`src/rtl/shf_pkg.sv`:
```
package shf_pkg;
  typedef enum logic [1:0] {
    SK_LSL = 2'b00,
    SK_LSR = 2'b01,
    SK_ASR = 2'b10,
    SK_ROR = 2'b11
  } shf_kind_e;
endpackage

```
`src/rtl/shf_amount_decode.sv`:
```
module shf_amount_decode #(
  parameter int W     = 32,
  parameter int AMT_W = 32,
  parameter int CNT_W = 8,
  localparam int SH_W = $clog2(W)
) (
  input  logic [AMT_W-1:0] amt_i,
  output logic             is_zero_o,
  output logic             is_width_o,
  output logic             is_over_o,
  output logic [SH_W-1:0]  low_o
);
  logic [CNT_W-1:0] cnt;

  always_comb begin
    cnt        = amt_i[CNT_W-1:0];
    is_zero_o  = (cnt == '0);
    is_width_o = (cnt == CNT_W'(W));
    is_over_o  = (cnt > CNT_W'(W));
    low_o      = cnt[SH_W-1:0];
  end

  // only the low byte drives the classification
  always_comb begin
    if (is_width_o) a_r1_width_low_zero: assert (low_o == '0);
  end
endmodule

```
`src/rtl/shf_barrel.sv`:
```
module shf_barrel #(
  parameter int W = 32,
  localparam int SH_W = $clog2(W)
) (
  input  logic [W-1:0]    vec_i,
  input  logic [SH_W-1:0] dist_i,
  input  logic            rot_i,
  input  logic            fill_i,
  output logic [W-1:0]    vec_o,
  output logic            last_out_o
);
  logic [W-1:0] stg [SH_W+1];
  logic [SH_W-1:0] last_idx;

  assign stg[0] = vec_i;

  for (genvar s = 0; s < SH_W; s++) begin : g_stage
    localparam int D = 1 << s;
    logic [W-1:0] moved;
    always_comb begin
      if (rot_i) moved = {stg[s][D-1:0], stg[s][W-1:D]};
      else       moved = {{D{fill_i}}, stg[s][W-1:D]};
    end
    assign stg[s+1] = dist_i[s] ? moved : stg[s];
  end

  always_comb begin
    vec_o      = stg[SH_W];
    last_idx   = dist_i - SH_W'(1);
    last_out_o = vec_i[last_idx];
  end

  // a rotation only moves bits, never creates or drops them
  always_comb begin
    if (rot_i) a_r9_rotate_keeps_ones: assert ($countones(vec_o) == $countones(vec_i));
  end
endmodule

```
`src/rtl/shf_reg_shifter.sv`:
```
module shf_reg_shifter
  import shf_pkg::*;
#(
  parameter int W     = 32,
  parameter int AMT_W = 32,
  parameter int CNT_W = 8,
  localparam int SH_W = $clog2(W)
) (
  input  logic [W-1:0]     opnd_i,
  input  logic [AMT_W-1:0] amt_i,
  input  logic [1:0]       kind_i,
  input  logic             c_i,
  output logic [W-1:0]     res_o,
  output logic             c_o
);
  shf_kind_e       kind;
  logic            is_zero, is_width, is_over;
  logic [SH_W-1:0] low;
  logic [W-1:0]    mirr_in, net_in, net_out, mirr_out, shifted;
  logic            net_rot, net_fill, net_carry, sign;

  assign kind = shf_kind_e'(kind_i);
  assign sign = opnd_i[W-1];

  shf_amount_decode #(.W(W), .AMT_W(AMT_W), .CNT_W(CNT_W)) u_dec (
    .amt_i      (amt_i),
    .is_zero_o  (is_zero),
    .is_width_o (is_width),
    .is_over_o  (is_over),
    .low_o      (low)
  );

  for (genvar i = 0; i < W; i++) begin : g_mirror
    assign mirr_in[i]  = opnd_i[W-1-i];
    assign mirr_out[i] = net_out[W-1-i];
  end

  always_comb begin
    net_in   = (kind == SK_LSL) ? mirr_in : opnd_i;
    net_rot  = (kind == SK_ROR);
    net_fill = (kind == SK_ASR) ? sign : 1'b0;
  end

  shf_barrel #(.W(W)) u_net (
    .vec_i      (net_in),
    .dist_i     (low),
    .rot_i      (net_rot),
    .fill_i     (net_fill),
    .vec_o      (net_out),
    .last_out_o (net_carry)
  );

  assign shifted = (kind == SK_LSL) ? mirr_out : net_out;

  always_comb begin
    res_o = shifted;
    c_o   = net_carry;
    if (is_zero) begin
      res_o = opnd_i;
      c_o   = c_i;
    end else begin
      unique case (kind)
        SK_LSL: if (is_width || is_over) begin
          res_o = '0;
          c_o   = is_width ? opnd_i[0] : 1'b0;
        end
        SK_LSR: if (is_width || is_over) begin
          res_o = '0;
          c_o   = is_width ? sign : 1'b0;
        end
        SK_ASR: if (is_width || is_over) begin
          res_o = {W{sign}};
          c_o   = sign;
        end
        SK_ROR: if (low == '0) begin
          res_o = opnd_i;
          c_o   = sign;
        end
        default: ;
      endcase
    end
  end

  // Port-level guards
  always_comb begin
    if (amt_i[CNT_W-1:0] == '0)
      a_r2_zero_keeps_all: assert (res_o == opnd_i && c_o == c_i);
    if (kind_i == 2'b00 && amt_i[CNT_W-1:0] > CNT_W'(W))
      a_r4_left_far_clears: assert (res_o == '0 && c_o == 1'b0);
    if (kind_i == 2'b01 && amt_i[CNT_W-1:0] > CNT_W'(W))
      a_r6_right_far_clears: assert (res_o == '0 && c_o == 1'b0);
    if (kind_i == 2'b10 && amt_i[CNT_W-1:0] >= CNT_W'(W))
      a_r8_arith_far_sign: assert (c_o == opnd_i[W-1] && (res_o == '0 || res_o == '1));
    if (kind_i == 2'b11 && amt_i[CNT_W-1:0] != '0 && amt_i[SH_W-1:0] == '0)
      a_r10_rotate_wrap_same: assert (res_o == opnd_i && c_o == opnd_i[W-1]);
  end
endmodule

```
`config.mk`:
```
export PLATFORM = sky130hd
export DESIGN_NAME = shf_reg_shifter
export DESIGN_NICKNAME = d
export VERILOG_FILES = /design/src/rtl/shf_pkg.sv /design/src/rtl/shf_amount_decode.sv /design/src/rtl/shf_barrel.sv /design/src/rtl/shf_reg_shifter.sv
export SDC_FILE = /design/constraint.sdc
export NUM_CORES = 1
export LEC_CHECK = 0
export ABC_AREA = 1
export ABC_CLOCK_PERIOD_IN_PS = 5300
export BUFFER_PORTS_ARGS = -buffer_cell sky130_fd_sc_hd__buf_4
export CORE_ASPECT_RATIO = 1.5
export CORE_MARGIN = 3
export CORE_UTILIZATION = 35
export DETAILED_ROUTE_END_ITERATION = 16
export MAX_ROUTING_LAYER = met4
export SYNTH_ARGS = -nofsm -noshare
export SYNTH_HDL_FRONTEND = slang
export SYNTH_SLANG_ARGS = --single-unit
```
`constraint.sdc`:
```
create_clock -name vclk -period 5.3
set_input_delay 1.06 -clock vclk [all_inputs]
set_output_delay 1.06 -clock vclk [all_outputs]
set_load 0.03 [all_outputs]
```
==> results of run 1 <==
[Yosys cell counts]
library cell	number
nor2_2	1
buf_2	18
o2111ai_1	1
nor2_4	1
a31oi_1	1
xor2_1	2
nand2_2	2
nor2_1	33
nand2_1	454
o21ai_1	3
buf_4	1
nand3b_1	1
o21ai_0	33
clkinv_1	6
a21oi_1	5
ha_1	2
xnor2_1	1
nand2_4	1
buf_6	6
nand4_1	1
o211ai_1	2
inv_2	3
clkbuf_1	32
buf_1	15
or2_2	8
inv_1	59
nand3_1	402
[kinds of logic (layout without fill, tap and decap cells)]
kind of cell,count (synthesis),in the layout,share of synthesized area
AND/OR/NAND/NOR,904,904,0.817
adder cells (fa/ha/maj),2,2,0.00518
XOR/XNOR,3,3,0.00544
buffers and inverters,140,167,0.124
AO/OA/AOI/OAI,45,45,0.0487
[power groups by stage]
stage	clock network [W]	registers [W]	logic (W)
floorplan	0	0	0.000445
global placement	0	0	0.000653
detailed placement	0	0	0.000653
finish	0	0	0.000665
global route	0	0	0.000735
CTS	0	0	0.000656
[per-stage QoR]
step                area, µm²  instances  worst slack (ns)  hold slack, ns  power (W)
floorplan                4830       1094              1.01            2.33   0.000445
global placement         5450       1280             0.633            2.47   0.000653
detailed placement       5450       1280             0.626            2.47   0.000653
CTS                      5450       1280             0.615            2.47   0.000656
global route             5450       1280             0.302            2.51   0.000735
finish                   5450       1280             0.593            2.47   0.000665
[per-layer routing]
layer,up-vias,share of wire,track usage
met4,0,0.055,0.106
met3,73,0.076,0.0252
met2,375,0.46,0.475
li1,3668,-,-
met1,3305,0.40,0.388
met5,-,0,-
[path summary, 6_finish.rpt]
check,end,start,depth (start not counted),slack [ns]
max,res_o[26],kind_i[0],16,0.59
min,res_o[13],opnd_i[13],4,2.47
[area by class of cell]
class                      count  area [µm²]
tap                          159         199
fill                        1617        7820
multi-input combinational    954        4240
timing repair buffer          99         756
inverter                      68         255
[critical path: cells and delay by family]
| family | cells | cell delay [ns] |
|---|---|---|
| simple gates | 12 | 1.73 |
| buf+inv | 3 | 0.64 |
| compound gates | 1 | 0.20 |
==> results.yml, run 1 <==
die:
  die_h_um: 150
  die_x_um: 102
  die_area_um2: 15300
  start_util: 0.364
  io_pins: 100
  rows: 51
  coreArea_um2: 13300
critical_path:
  cp_max_fo: 35
  cpPeakStageDelay_ns: 0.36
  cp_slowest_cell: "buf_4"
  worst-endpoint-arrival_ns: 3.65
  crit_path_end_kind: "output pin"
  worstPathCellList: "buf_4 > inv_2 > nand2_4 > nand2_1 > nand3_1 > nand3_1 > nand3_1 > nand2_1 > nand2_1 > nand3_1 > nand2_1 > nand2_1 > nand3_1 > nand3_1 > a21oi_1 > buf_4"
  crit_required_ns: 4.24
  worstSetupPathType: "in2out"
  cp_common_cell: "nand3_1"
  start_kind: "input pin"
synth:
  ys_types: 27
  syn_avg_cell_area_um2: 4.41
  synth-seq-area-share: 0
  synthDominantCellAreaShare: 0.417
  syn-num-nets: 1163
  ys_warn_count: 0
  synth_area_um2: 4830
  synthTopCellsByArea: "nand3_1 42%, nand2_1 35%, inv_1 4.6%"
  synth_top_cell_by_area: "nand3_1"
  postSynthCellCount: 1094
grt:
  grt_pass1_wl_um: 35100
  antenna_found_initial: 0
  grt-ovfl-total: 0
  grt_pass1_vias: 6503
  grt_util_all_layers: 0.297
  grt_max_degree: 66
run_status:
  outcome: "completed"
placement:
  dpl.hpwl_um: 17600
  port_buffers: 76
  gp_congestion: 1.03
clock_tree:
  postCtsResizedCells: 0
  cts_hold_buf: 0
  post-cts-setup-buffer-count: 0
cells_and_area:
  seqCellArea_um2: 0
  clock_buffers: 0
  seq_cell_count: 0
  diodes: 0
  syn2layout_area_growth_pct: 12.9
  nets: 1192
  post-route-util: 0.411
  final_cell_mix: "454 x nand2_1, 401 x nand3_1, 98 x buf_4, 59 x inv_1, 33 x o21ai_0"
  final_common_cell: "nand2_1"
  drive_gt1_frac: 0.104
routing:
  wire_per_inst_um: 17.3
  dr_total_vias: 7421
  drc: 0
  via_per_inst: 5.80
  dr.pass1.iters: 5
  routed_wl_um: 22200
  antenna_left: 0
  drt_iter0_markers: 709
sta:
  rsz0062_at_grt: "false"
  max_clock_freq_mhz: 212
  fin_crit_sh: 0.888
  fin_setup_tns_ns: 0
  finalSetupViolations: 0
  hold_viol: 0
  worstMarginPinSlew_ns: 0.924
  finalMaxSlewViolations: 0
  slew_headroom: 0.383
  period_needed_ns: 4.71
flow_run:
  drv_cap: 0
power:
  ir_drop_uv: 42.6
  clkPwrFrac: 0
  comb_power_share: 1.000
  power.switching_w: 0.000453
  leakagePower_nw: 3.18
  internal_power_w: 0.000212
  p_per_area_nw_per_um2: 122
  seq_power_share: 0
  sw_frac_of_total: 0.681
hold_path:
  hp-class: "in2out"
Power figures use the tool's default switching activity.
==> run 2: changes to the inputs <==
- CELL_PAD_IN_SITES_DETAIL_PLACEMENT: not set -> 0
- CELL_PAD_IN_SITES_GLOBAL_PLACEMENT: not set -> 2
- CORE_UTILIZATION: 35 -> 28
- PLACE_DENSITY_LB_ADDON: not set -> 0.1
==> results.yml, run 2 (synthesized netlist as in run 1, its figures left out) <==
run_status:
  outcome: "completed"
critical_path:
  cpPeakStageDelay_ns: 0.33
  worst-endpoint-arrival_ns: 3.71
  worstPathCellList: "buf_4 > clkinv_1 > buf_4 > ha_1 > clkinv_1 > nand3_1 > nand3_1 > nand3_1 > nand3_1 > nand2_1 > nand2_1 > nand2_1 > nand2_1 > a21oi_1 > nor2_1 > buf_4"
  worstSetupPathType: "in2out"
  crit_path_end_kind: "output pin"
  cp_max_fo: 31
  cp_slowest_cell: "buf_4"
  start_kind: "input pin"
  crit_required_ns: 4.24
power:
  ir_drop_uv: 43.2
  clkPwrFrac: 0
  leakagePower_nw: 3.19
  internal_power_w: 0.000212
  seq_power_share: 0
  sw_frac_of_total: 0.689
  p_per_area_nw_per_um2: 124
  power.switching_w: 0.000471
  comb_power_share: 1.000
clock_tree:
  postCtsResizedCells: 0
  post-cts-setup-buffer-count: 0
  cts_hold_buf: 0
routing:
  wire_per_inst_um: 19.4
  dr.pass1.iters: 5
  routed_wl_um: 25900
  antenna_left: 0
  via_per_inst: 5.44
  drc: 0
  drt_iter0_markers: 689
  dr_total_vias: 7253
sta:
  fin_crit_sh: 0.901
  hold_viol: 0
  worstMarginPinSlew_ns: 0.760
  finalMaxSlewViolations: 0
  period_needed_ns: 4.77
  rsz0062_at_grt: "false"
  slew_headroom: 0.493
  finalSetupViolations: 0
  max_clock_freq_mhz: 209
  fin_setup_tns_ns: 0
grt:
  grt_util_all_layers: 0.273
  grt_pass1_wl_um: 39700
  grt_pass1_vias: 6733
  antenna_found_initial: 0
  grt-ovfl-total: 0
  grt_max_degree: 66
die:
  die_area_um2: 18900
  die_h_um: 167
  start_util: 0.287
  coreArea_um2: 16800
  die_x_um: 113
  io_pins: 100
  rows: 58
placement:
  port_buffers: 76
  gp_congestion: 0.972
  dpl.hpwl_um: 20500
cells_and_area:
  clock_buffers: 0
  syn2layout_area_growth_pct: 14.4
  post-route-util: 0.328
  nFillCells: 2142
  final_common_cell: "nand2_1"
  nets: 1195
  seqCellArea_um2: 0
  seq_cell_count: 0
  diodes: 0
  final_cell_mix: "454 x nand2_1, 401 x nand3_1, 102 x buf_4, 59 x inv_1, 33 x o21ai_0"
  drive_gt1_frac: 0.108
hold_path:
  hp-class: "in2out"
flow_run:
  drv_cap: 0
==> run 2: cell types whose count changed in the layout (fill, tap and decap cells not counted) <==
cell,change
nor2_1,-1
buf_4,+4
nor2_2,+1
buf_12,-1
==> run 2: metal layers <==
metal	wire length, µm	global-route usage	vias up
li1	-	-	3669
met1	11200	0.353	3285
met2	12400	0.450	250
met3	1190	0.0193	49
met4	1120	0.0873	0
met5	0	-	-
==> run 2: layout make-up <==
type | count | area (µm²) | area share
Multi-Input combinational cell | 954 | 4240 | 0.768
Tap cell | 210 | 263 | 0.0476
Timing Repair Buffer | 102 | 766 | 0.139
Inverter | 68 | 255 | 0.0462
==> run 2: metrics by stage <==
stage | power (W) | std cells | setup slack (ns) | area [µm²] | hold WS [ns]
floorplan | 0.000445 | 1094 | 1.01 | 4830 | 2.33
global placement | 0.000682 | 1334 | 0.575 | 5530 | 2.48
detailed placement | 0.000679 | 1334 | 0.554 | 5530 | 2.48
CTS | 0.000681 | 1334 | 0.547 | 5530 | 2.48
global route | 0.000757 | 1334 | 0.335 | 5530 | 2.51
finish | 0.000683 | 1334 | 0.526 | 5530 | 2.48
==> run 2: worst paths after layout <==
check,cells after the start,to,slack [ns],start
worst min-delay path,4,c_o,2.48,c_i
worst max-delay path,16,c_o,0.53,amt_i[1]
==> run 2: power by group through the flow <==
stage	combinational, W	sequential [W]	clock, W
6_report	0.000683	0	0
5_1_grt	0.000757	0	0
4_1_cts	0.000681	0	0
3_5_place_dp	0.000679	0	0
3_3_place_gp	0.000682	0	0
2_1_floorplan	0.000445	0	0
==> run 2: critical path, delay by kind of cell <==
family	cells	cell delay, ns
AO/OA/AOI/OAI	1	0.18
adder cells (fa/ha/maj)	1	0.30
buffers and inverters	5	1.15
AND/OR/NAND/NOR	9	0.99
==> run 3: changes to the inputs <==
- ABC_AREA: 1 -> not set
- CORE_UTILIZATION: 28 -> 34
- MAX_ROUTING_LAYER: met4 -> not set
==> results.yml, run 3 <==
run_status:
  outcome: "completed"
grt:
  antenna_found_initial: 0
  grt_util_all_layers: 0.318
  grt-ovfl-total: 0
  grt_pass1_vias: 5518
  grt_pass1_wl_um: 34500
  grt_max_degree: 45
critical_path:
  worstSetupPathType: "in2out"
  path_buf_inv: 2
  crit_path_end_kind: "output pin"
  cp_slowest_cell: "mux4_2"
  worst-endpoint-arrival_ns: 3.90
  crit_required_ns: 4.24
  cpPeakStageDelay_ns: 0.62
  start_kind: "input pin"
  worstPathCellList: "buf_4 > nor2_4 > mux4_2 > mux4_2 > a21oi_1 > nor3_1 > a2111oi_0 > o21ai_1 > buf_4"
  cp_max_fo: 11
  crit_family: "multiplexers"
routing:
  dr.pass1.iters: 5
  antenna_left: 0
  routed_wl_um: 23200
  drc: 0
  wire_per_inst_um: 28.7
  drt_iter0_markers: 575
  via_per_inst: 7.10
  dr_total_vias: 5726
cells_and_area:
  drive_gt1_frac: 0.286
  syn2layout_area_growth_pct: 19.5
  final_cells: 806
  nets: 724
  final_common_cell: "buf_4"
  post-route-util: 0.421
  clock_buffers: 0
  final_cell_mix: "115 x buf_4, 84 x nand2_1, 55 x a21oi_1, 43 x nor2_1, 43 x mux4_2"
  seq_cell_count: 0
  nFillCells: 1301
  seqCellArea_um2: 0
  diodes: 0
synth:
  ys_warn_count: 0
  yosysMostFrequentCell: "nand2_1"
  ys_types: 63
  synth_area_um2: 4300
  yosys-top-cells-count: "84 x nand2_1, 56 x a21oi_1, 43 x mux4_2, 43 x nor2_1, 40 x clkbuf_1"
  synth-seq-area-share: 0
  synth_top_cell_by_area: "mux4_2"
  syn-num-nets: 665
  synthDominantCellAreaShare: 0.225
  postSynthCellCount: 596
  syn_avg_cell_area_um2: 7.21
  synthTopCellsByArea: "mux4_2 23%, mux2i_1 7.5%, nand2_1 7.3%"
die:
  die_x_um: 97.8
  die_area_um2: 14000
  rows: 49
  start_util: 0.352
  io_pins: 100
  die_h_um: 144
  coreArea_um2: 12200
sta:
  fin_crit_sh: 0.936
  period_needed_ns: 4.96
  slew_headroom: 0.389
  max_clock_freq_mhz: 202
  hold_viol: 0
  finalMaxSlewViolations: 0
  worstMarginPinSlew_ns: 0.907
  rsz0062_at_grt: "false"
  finalSetupViolations: 0
  fin_setup_tns_ns: 0
placement:
  dpl.hpwl_um: 17900
  dp.cells: 806
  gp_congestion: 0.965
  port_buffers: 76
clock_tree:
  postCtsResizedCells: 0
  cts_hold_buf: 0
  post-cts-setup-buffer-count: 0
power:
  leakagePower_nw: 2.02
  p_per_area_nw_per_um2: 136
  ir_drop_uv: 69.7
flow_run:
  drv_cap: 0
hold_path:
  hp-class: "in2out"
## run 3: kinds of logic after synthesis
group | count (synthesis) | share of synthesized area
AOI/OAI and AO/OA | 248 | 0.392
and+or+nand+nor | 187 | 0.191
muxes | 87 | 0.334
buffers and inverters | 69 | 0.0705
xor gates and xnor gates | 3 | 0.00612
adders and majority gates | 2 | 0.00582
## run 3: final timing paths
| kind | cells after the start | startpoint | to |
|---|---|---|---|
| worst max-delay path | 9 | kind_i[1] | res_o[21] |
| worst min-delay path | 4 | opnd_i[4] | res_o[4] |
## run 3: area by class of cell
class | count | area (µm²) | share of cell area
timing repair buffer | 117 | 903 | 0.176
multi-input combinational | 527 | 4010 | 0.780
inverter | 9 | 33.8 | 0.00658
tap | 153 | 191 | 0.0373
## run 3: tightest hold or removal path: stages
cell and delay, ns:
buf_4 0.16, a221oi_2 0.08, nand2_1 0.07, buf_4 0.15
## run 3: layer usage
metal / part of all wire / track usage / vias up
li1: - / - / 2508
met1: 0.38 / 0.408 / 2763
met2: 0.49 / 0.551 / 384
met3: 0.079 / 0.0214 / 71
met4: 0.054 / 0.144 / 0
met5: 0 / 0 / -
## run 3: per-stage QoR
step	power [W]	cell area [µm²]	worst slack, ns	hold slack [ns]
global placement	0.000685	5130	0.333	2.56
CTS	0.000690	5130	0.326	2.56
global route	0.000740	5130	0.127	2.58
detailed placement	0.000688	5130	0.333	2.56
finish	0.000700	5130	0.338	2.57
floorplan	0.000431	4300	0.439	2.38
## run 3: report_power, final
| part | leakage [nW] | switching (W) | internal [W] | total (W) |
|---|---|---|---|---|
| combinational | 2.02 | 0.000435 | 0.000266 | 0.000700 |
| sequential | 0 | 0 | 0 | 0 |
| clock | 0 | 0 | 0 | 0 |
| total | 2.02 | 0.000435 | 0.000266 | 0.000700 |
